`src/rtl/cfc_pkg.sv`:
```
package cfc_pkg;
  localparam int CFC_NBUF = 2;
  localparam int CFC_SELW = 1;

  typedef logic [CFC_NBUF-1:0] bufvec_t;

  // Stop condition at a byte boundary: transmit starves when no buffer
  // holds a complete block, receive stalls when every buffer is full.
  function automatic logic cfc_stall(input logic is_rx, input bufvec_t full);
    return is_rx ? (&full) : ~(|full);
  endfunction
endpackage

```
`src/rtl/cfc_buffer.sv`:
```
module cfc_buffer #(
  parameter int DATA_W = 8,
  parameter int DEPTH  = 8
) (
  input  logic              clk,
  input  logic              rst_n,
  input  logic              wr_en,
  input  logic [DATA_W-1:0] wr_data,
  input  logic              rd_en,
  output logic [DATA_W-1:0] rd_data,
  output logic              full,
  output logic              wr_last,
  output logic              rd_last
);
  localparam int PW = (DEPTH > 1) ? $clog2(DEPTH) : 1;
  localparam logic [PW-1:0] TOP = PW'(DEPTH - 1);

  logic [DATA_W-1:0] mem [DEPTH];
  logic [PW-1:0]     wptr;
  logic [PW-1:0]     rptr;
  logic              full_q;

  assign wr_last = (wptr == TOP);
  assign rd_last = (rptr == TOP);
  assign full    = full_q;
  assign rd_data = mem[rptr];

  // A block fills completely, then drains completely; no mixing.
  always_ff @(posedge clk or negedge rst_n) begin
    if (!rst_n) begin
      wptr   <= '0;
      rptr   <= '0;
      full_q <= 1'b0;
    end else begin
      if (wr_en && !full_q) begin
        wptr <= wr_last ? '0 : wptr + 1'b1;
        if (wr_last) full_q <= 1'b1;
      end
      if (rd_en && full_q) begin
        rptr <= rd_last ? '0 : rptr + 1'b1;
        if (rd_last) full_q <= 1'b0;
      end
    end
  end

  always_ff @(posedge clk) begin
    if (wr_en && !full_q) mem[wptr] <= wr_data;
  end
endmodule

```
`src/rtl/cfc_serial.sv`:
```
module cfc_serial #(
  parameter int DATA_W = 8
) (
  input  logic              clk,
  input  logic              rst_n,
  input  logic              tick,
  input  logic              is_rx,
  input  logic [DATA_W-1:0] tx_byte,
  input  logic              din,
  output logic              dout,
  output logic              boundary,
  output logic              tx_take,
  output logic              rx_done,
  output logic [DATA_W-1:0] rx_byte
);
  localparam int CW = (DATA_W > 1) ? $clog2(DATA_W) : 1;
  localparam logic [CW-1:0] LAST = CW'(DATA_W - 1);

  logic [CW-1:0]     bit_pos;
  logic [DATA_W-1:0] tx_sh;
  logic [DATA_W-2:0] rx_sh;

  assign boundary = (bit_pos == '0);
  assign tx_take  = tick & boundary & ~is_rx;
  assign rx_done  = tick & (bit_pos == LAST) & is_rx;
  assign rx_byte  = {rx_sh, din};
  assign dout     = tx_sh[DATA_W-1];

  // Nothing moves without a tick, so the bus freezes when gated.
  always_ff @(posedge clk or negedge rst_n) begin
    if (!rst_n) begin
      bit_pos <= '0;
      tx_sh   <= '1;
      rx_sh   <= '0;
    end else if (tick) begin
      bit_pos <= (bit_pos == LAST) ? '0 : bit_pos + 1'b1;
      if (is_rx)         rx_sh <= rx_byte[DATA_W-2:0];
      else if (boundary) tx_sh <= tx_byte;
      else               tx_sh <= {tx_sh[DATA_W-2:0], 1'b1};
    end
  end
endmodule

```
`src/rtl/cfc_gate.sv`:
```
module cfc_gate
  import cfc_pkg::*;
(
  input  logic    boundary,
  input  logic    xfer_en,
  input  logic    flow_en,
  input  logic    is_rx,
  input  bufvec_t full,
  output logic    clk_en
);
  logic stall;

  assign stall  = flow_en & cfc_stall(is_rx, full);
  // Mid-byte the clock always runs; decisions happen only between bytes.
  assign clk_en = ~boundary | (xfer_en & ~stall);
endmodule

```
`src/rtl/cfc_irq.sv`:
```
module cfc_irq
  import cfc_pkg::*;
(
  input  logic                  clk,
  input  logic                  rst_n,
  input  logic                  msk_we,
  input  logic [2*CFC_NBUF-1:0] msk_wdata,
  input  bufvec_t               full,
  input  bufvec_t               empty,
  output logic                  irq
);
  logic [2*CFC_NBUF-1:0] mask_q;

  always_ff @(posedge clk or negedge rst_n) begin
    if (!rst_n)      mask_q <= '1;
    else if (msk_we) mask_q <= msk_wdata;
  end

  assign irq = |({empty, full} & ~mask_q);
endmodule

```
`src/rtl/card_flow_ctrl.sv`:
```
module card_flow_ctrl
  import cfc_pkg::*;
#(
  parameter int DATA_W = 8,
  parameter int DEPTH  = 8
) (
  input  logic                  clk,
  input  logic                  rst_n,
  input  logic                  cfg_rx,
  input  logic                  cfg_flow_en,
  input  logic                  cfg_xfer_en,
  input  logic                  msk_we,
  input  logic [2*CFC_NBUF-1:0] msk_wdata,
  input  logic                  cpu_wr_valid,
  output logic                  cpu_wr_ready,
  input  logic [DATA_W-1:0]     cpu_wr_data,
  output logic                  cpu_rd_valid,
  input  logic                  cpu_rd_ready,
  output logic [DATA_W-1:0]     cpu_rd_data,
  output logic                  bus_clk_en,
  output logic                  bus_dout,
  input  logic                  bus_din,
  output logic [CFC_NBUF-1:0]   flag_full,
  output logic [CFC_NBUF-1:0]   flag_empty,
  output logic                  irq
);
  bufvec_t             full, wr_last, rd_last, b_wr_en, b_rd_en;
  logic [DATA_W-1:0]   b_wdata;
  logic [DATA_W-1:0]   b_rdata [CFC_NBUF];
  logic [CFC_SELW-1:0] cpu_sel, ser_sel;

  logic              ser_boundary, tx_take, rx_done;
  logic [DATA_W-1:0] rx_byte, tx_byte;
  logic              cpu_wr_fire, cpu_rd_fire, tx_take_ok, rx_store;

  assign cpu_wr_ready = ~cfg_rx & ~full[cpu_sel];
  assign cpu_rd_valid =  cfg_rx &  full[cpu_sel];
  assign cpu_rd_data  = b_rdata[cpu_sel];
  assign cpu_wr_fire  = cpu_wr_valid & cpu_wr_ready;
  assign cpu_rd_fire  = cpu_rd_valid & cpu_rd_ready;

  // Underrun (flow off only): idle ones go out and nothing is consumed.
  assign tx_byte    = full[ser_sel] ? b_rdata[ser_sel] : '1;
  assign tx_take_ok = tx_take & full[ser_sel];
  // Overrun (flow off only): the completed byte is dropped.
  assign rx_store   = rx_done & ~full[ser_sel];
  assign b_wdata    = cfg_rx ? rx_byte : cpu_wr_data;

  for (genvar i = 0; i < CFC_NBUF; i++) begin : g_buf
    assign b_wr_en[i] = cfg_rx ? (rx_store    && ser_sel == CFC_SELW'(i))
                               : (cpu_wr_fire && cpu_sel == CFC_SELW'(i));
    assign b_rd_en[i] = cfg_rx ? (cpu_rd_fire && cpu_sel == CFC_SELW'(i))
                               : (tx_take_ok  && ser_sel == CFC_SELW'(i));

    cfc_buffer #(.DATA_W(DATA_W), .DEPTH(DEPTH)) u_buf (
      .clk     (clk),
      .rst_n   (rst_n),
      .wr_en   (b_wr_en[i]),
      .wr_data (b_wdata),
      .rd_en   (b_rd_en[i]),
      .rd_data (b_rdata[i]),
      .full    (full[i]),
      .wr_last (wr_last[i]),
      .rd_last (rd_last[i])
    );
  end

  // Both sides walk the buffers in the same alternating order.
  always_ff @(posedge clk or negedge rst_n) begin
    if (!rst_n) begin
      cpu_sel <= '0;
      ser_sel <= '0;
    end else begin
      if ((cpu_wr_fire && wr_last[cpu_sel]) || (cpu_rd_fire && rd_last[cpu_sel]))
        cpu_sel <= cpu_sel + 1'b1;
      if ((tx_take_ok && rd_last[ser_sel]) || (rx_store && wr_last[ser_sel]))
        ser_sel <= ser_sel + 1'b1;
    end
  end

  cfc_serial #(.DATA_W(DATA_W)) u_ser (
    .clk      (clk),
    .rst_n    (rst_n),
    .tick     (bus_clk_en),
    .is_rx    (cfg_rx),
    .tx_byte  (tx_byte),
    .din      (bus_din),
    .dout     (bus_dout),
    .boundary (ser_boundary),
    .tx_take  (tx_take),
    .rx_done  (rx_done),
    .rx_byte  (rx_byte)
  );

  cfc_gate u_gate (
    .boundary (ser_boundary),
    .xfer_en  (cfg_xfer_en),
    .flow_en  (cfg_flow_en),
    .is_rx    (cfg_rx),
    .full     (full),
    .clk_en   (bus_clk_en)
  );

  assign flag_full  = full;
  assign flag_empty = ~full;

  cfc_irq u_irq (
    .clk       (clk),
    .rst_n     (rst_n),
    .msk_we    (msk_we),
    .msk_wdata (msk_wdata),
    .full      (full),
    .empty     (flag_empty),
    .irq       (irq)
  );
endmodule

```
`config.mk`:
```
export PLATFORM = sky130hd
export DESIGN_NAME = card_flow_ctrl
export DESIGN_NICKNAME = d
export VERILOG_FILES = /design/src/rtl/cfc_pkg.sv /design/src/rtl/cfc_buffer.sv /design/src/rtl/cfc_serial.sv /design/src/rtl/cfc_gate.sv /design/src/rtl/cfc_irq.sv /design/src/rtl/card_flow_ctrl.sv
export SDC_FILE = /design/constraint.sdc
export NUM_CORES = 1
export LEC_CHECK = 0
export CAP_MARGIN = 20
export CORE_MARGIN = 2
export CORE_UTILIZATION = 45
export CTS_CLUSTER_DIAMETER = 30
export CTS_CLUSTER_SIZE = 28
export DETAILED_ROUTE_END_ITERATION = 8
export DONT_BUFFER_PORTS = 1
export PLACE_DENSITY = 0.65
export SYNTH_ARGS = -nofsm -noshare
export SYNTH_HDL_FRONTEND = slang
export SYNTH_SLANG_ARGS = --single-unit
```
`constraint.sdc`:
```
create_clock -name clk -period 3.9 [get_ports clk]
set_clock_uncertainty 0.2 [all_clocks]
set_input_delay 0.78 -clock clk [delete_from_list [all_inputs] [get_ports clk]]
set_output_delay 0.78 -clock clk [all_outputs]
set_load 0.01 [all_outputs]
```
==> qor.txt <==
Status: finished clean
Routed len/inst: 21.5 um
Pleak: 2.91 nW
Reg-to-reg startpoint: cpu_sel
Worst hold start: msk_we
Max cap viols: 0
Final setup fails: 0
Row cnt: 46
Ant diodes: 0
Tmin final: 3.53 ns
Sum Neg Setup Slack: 0 ns
Congestion Overflow GR: 0
Die width: 131 um
H-tree depth: 4
CTS tree: built
Worst-path maximum fanout: 19
Share of the synthesized area in the top cell type: 53.1%
Cts repair resizes: 0
Avg Inst Size Synth: 16.3 um^2
Layout cells sized above 1: 21.5%
Die H: 131 um
Die ar.: 0.0171 mm^2
Yosys reg bits: 166
DRC: 0
Fmax: 283 MHz
Worst min path class: input pin to flop
Core Box Area: 0.0158 mm^2
Mapped cell area: 0.00724 mm^2
Layout area overhead: 11.5%
Vias per inst: 5.63
1st-pass router iterations: 4
Sequential area share after synthesis: 66.4%
Final Slew Violations: 0
Clk buf depth: 2
Vias post-DR: 3854
Hold Fails Final Rpt: 0
Worst Max-Slew Pin Slew: 0.979 ns
R2R cell count: 5
Dominant synthesized flop cell: edfxtp_1
Peak VDD IR: 0.494 mV
Postcts setup bufs: 0
Startpoint types: flop
Post-Syn Instances: 445
Crit path kind: flop to output pin
Post-synth EDFFs: 128
Critical Path End Type: output pin
CTS Root Cell: clkbuf_16
Total GRT Usage: 18.5%
Syn nets: 478
Hold buffers post-CTS: 2
Clk sink count: 166
RSZ-0062 raised after global routing: false
Distinct cells, synth: 51
Clock Latency Late Sink: 0.43 ns
Num CTS Buffers: 17
Crit path launch: g_buf[1].u_buf.rptr[0]
# port buffers: 0
IO Count: 38
Tcrit/Tclk final: 90.5%
Initial antenna violation count: 0
DP Wirelength: 9690 um
First-pass GRT wire length: 22700 um
Design area: 0.00808 mm^2
Post-Route WL: 14700 um
Largest area contributor in the netlist: edfxtp_1
Largest net degree at the start of global routing: 39
Final #Nets: 489
Critical Path AT: 2.55 ns
Post-route ant nets: 0
Post-placement cell area: 0.00745 mm^2
Vias in the first global route: 4003
Synth warnings: 0
Worst Hold Path Cells: 1
Required @ worst endpoint: 2.92 ns
Worst-path clk slew: 0.07 ns
Initial DRC Count: 253
Initial Utilization: 45.7%
Slew HR: 34.7%
Pwr/cell area: 683 mW/mm^2
Synth top area cells: edfxtp_1, dfrtp_1, mux2i_1
GP Congestion: 0.795
Fraction of registers with async set/reset: 22.9%
==> flip-flops by register name, summed over array words and instances, names as in the netlist <==
register	count
ser_sel	1
u_irq.mask_q	4
u_ser.tx_sh	8
g_buf.u_buf.wptr	6
g_buf.u_buf.rptr	6
u_ser.rx_sh	7
cpu_sel	1
g_buf.u_buf.mem	128
g_buf.u_buf.full	2
u_ser.bit_pos	3
==> final timing paths <==
check | endpoint | slack, ns
max reg2reg | g_buf[0].u_buf.mem[3][7] | 1.17
min reg2reg | u_ser.tx_sh[0] | 0.31
min | u_irq.mask_q[1] | 0.21
max in group asynchronous | u_ser.tx_sh[3] | 2.58
min in group asynchronous | g_buf[0].u_buf.wptr[1] | 0.64
max | cpu_rd_data[2] | 0.37
==> report_power, final <==
part	switching [mW]	internal [mW]
combinational	0.751	0.560
clock	0.714	0.962
sequential	0.273	2.26
==> area by class of cell <==
| type | instances | area (um^2) |
|---|---|---|
| Clock buffer | 18 | 429 |
| Clock inverter | 14 | 164 |
| Fill cell | 1324 | 7750 |
| Sequential cell | 166 | 4810 |
| Timing Repair Buffer | 18 | 150 |
| Inverter | 11 | 41.3 |
| Multi-Input combinational cell | 242 | 2210 |
| Tap cell | 216 | 270 |
==> stage by stage <==
| step | std cells | setup WS, ns | total power [mW] | hold slack [ns] | util (%) |
|---|---|---|---|---|---|
| final | 685 | 0.371 | 5.52 | 0.214 | 51.0 |
| after global routing | 685 | 0.135 | 5.79 | 0.207 | 51.0 |
| after CTS | 685 | 0.325 | 5.56 | 0.205 | 51.0 |
| after detailed placement | 651 | 0.797 | 3.87 | 0.286 | 47.1 |
| after global placement | 651 | 0.835 | 3.80 | 0.281 | 47.1 |
| after floorplan | 445 | 1.09 | 3.56 | 0.254 | - |
==> logic make-up (layout without fill, tap and decap cells) <==
family,after synthesis,count (layout),share of synthesized area [%]
flip-flops,166,166,66.4
multiplexers,90,90,16.6
AND/OR/NAND/NOR,86,86,6.19
AO/OA/AOI/OAI,54,54,5.69
buffers and inverters,37,61,3.04
adder cells (fa/ha/maj),12,12,2.07
==> cell usage after synthesis (7+ instances only) <==
master    number
buf_4          7
nand2_1       32
nor3_1         7
a22oi_1       14
o21ai_0        7
buf_2          7
edfxtp_1     128
inv_1         11
a221oi_1       7
ha_1          12
mux4_2         8
dfrtp_1       26
dfstp_2       12
mux4_1        10
nor2_1        15
mux2i_1       45
a22o_1         7
mux2_2        24
==> metal layers <==
metal | vias up | track usage (%) | part of all wire [%]
li1 | 1752 | - | -
met1 | 1969 | 24.7 | 43
met2 | 122 | 29.0 | 48
met3 | 11 | 5.50 | 7.5
met4 | 0 | 7.01 | 1.0
met5 | - | 0 | 0
==> cell usage in the layout (no fill, tap or decap), types with 2 or more instances in the layout <==
master and n:
buf_4 16, nand2_1 32, and2_1 3, inv_8 2, mux4_1 10, bufinv_16 2
mux2_2 24, nor3b_1 6, o21ai_0 7, mux4_2 8, a221oi_1 7, inv_6 5
a21o_1 2, dfrtp_1 26, clkbuf_16 17, nor2_1 15, a21oi_1 6, mux2i_1 45
nand2b_1 5, a22oi_1 14, clkinv_4 2, and3_1 2, ha_1 12, nor2b_1 4
nand3_1 3, clkinvlp_4 2, a22o_1 7, nor3_1 7, nand3b_1 2, mux2_1 2
inv_1 11, dfstp_2 12, edfxtp_1 128
==> worst max-delay path, stage by stage (launching register included) <==
cell and delay, ns:
dfrtp_1 0.98, mux4_1 0.64, mux2i_1 0.24, mux2i_1 0.24
(Power assumes the default switching activity.)
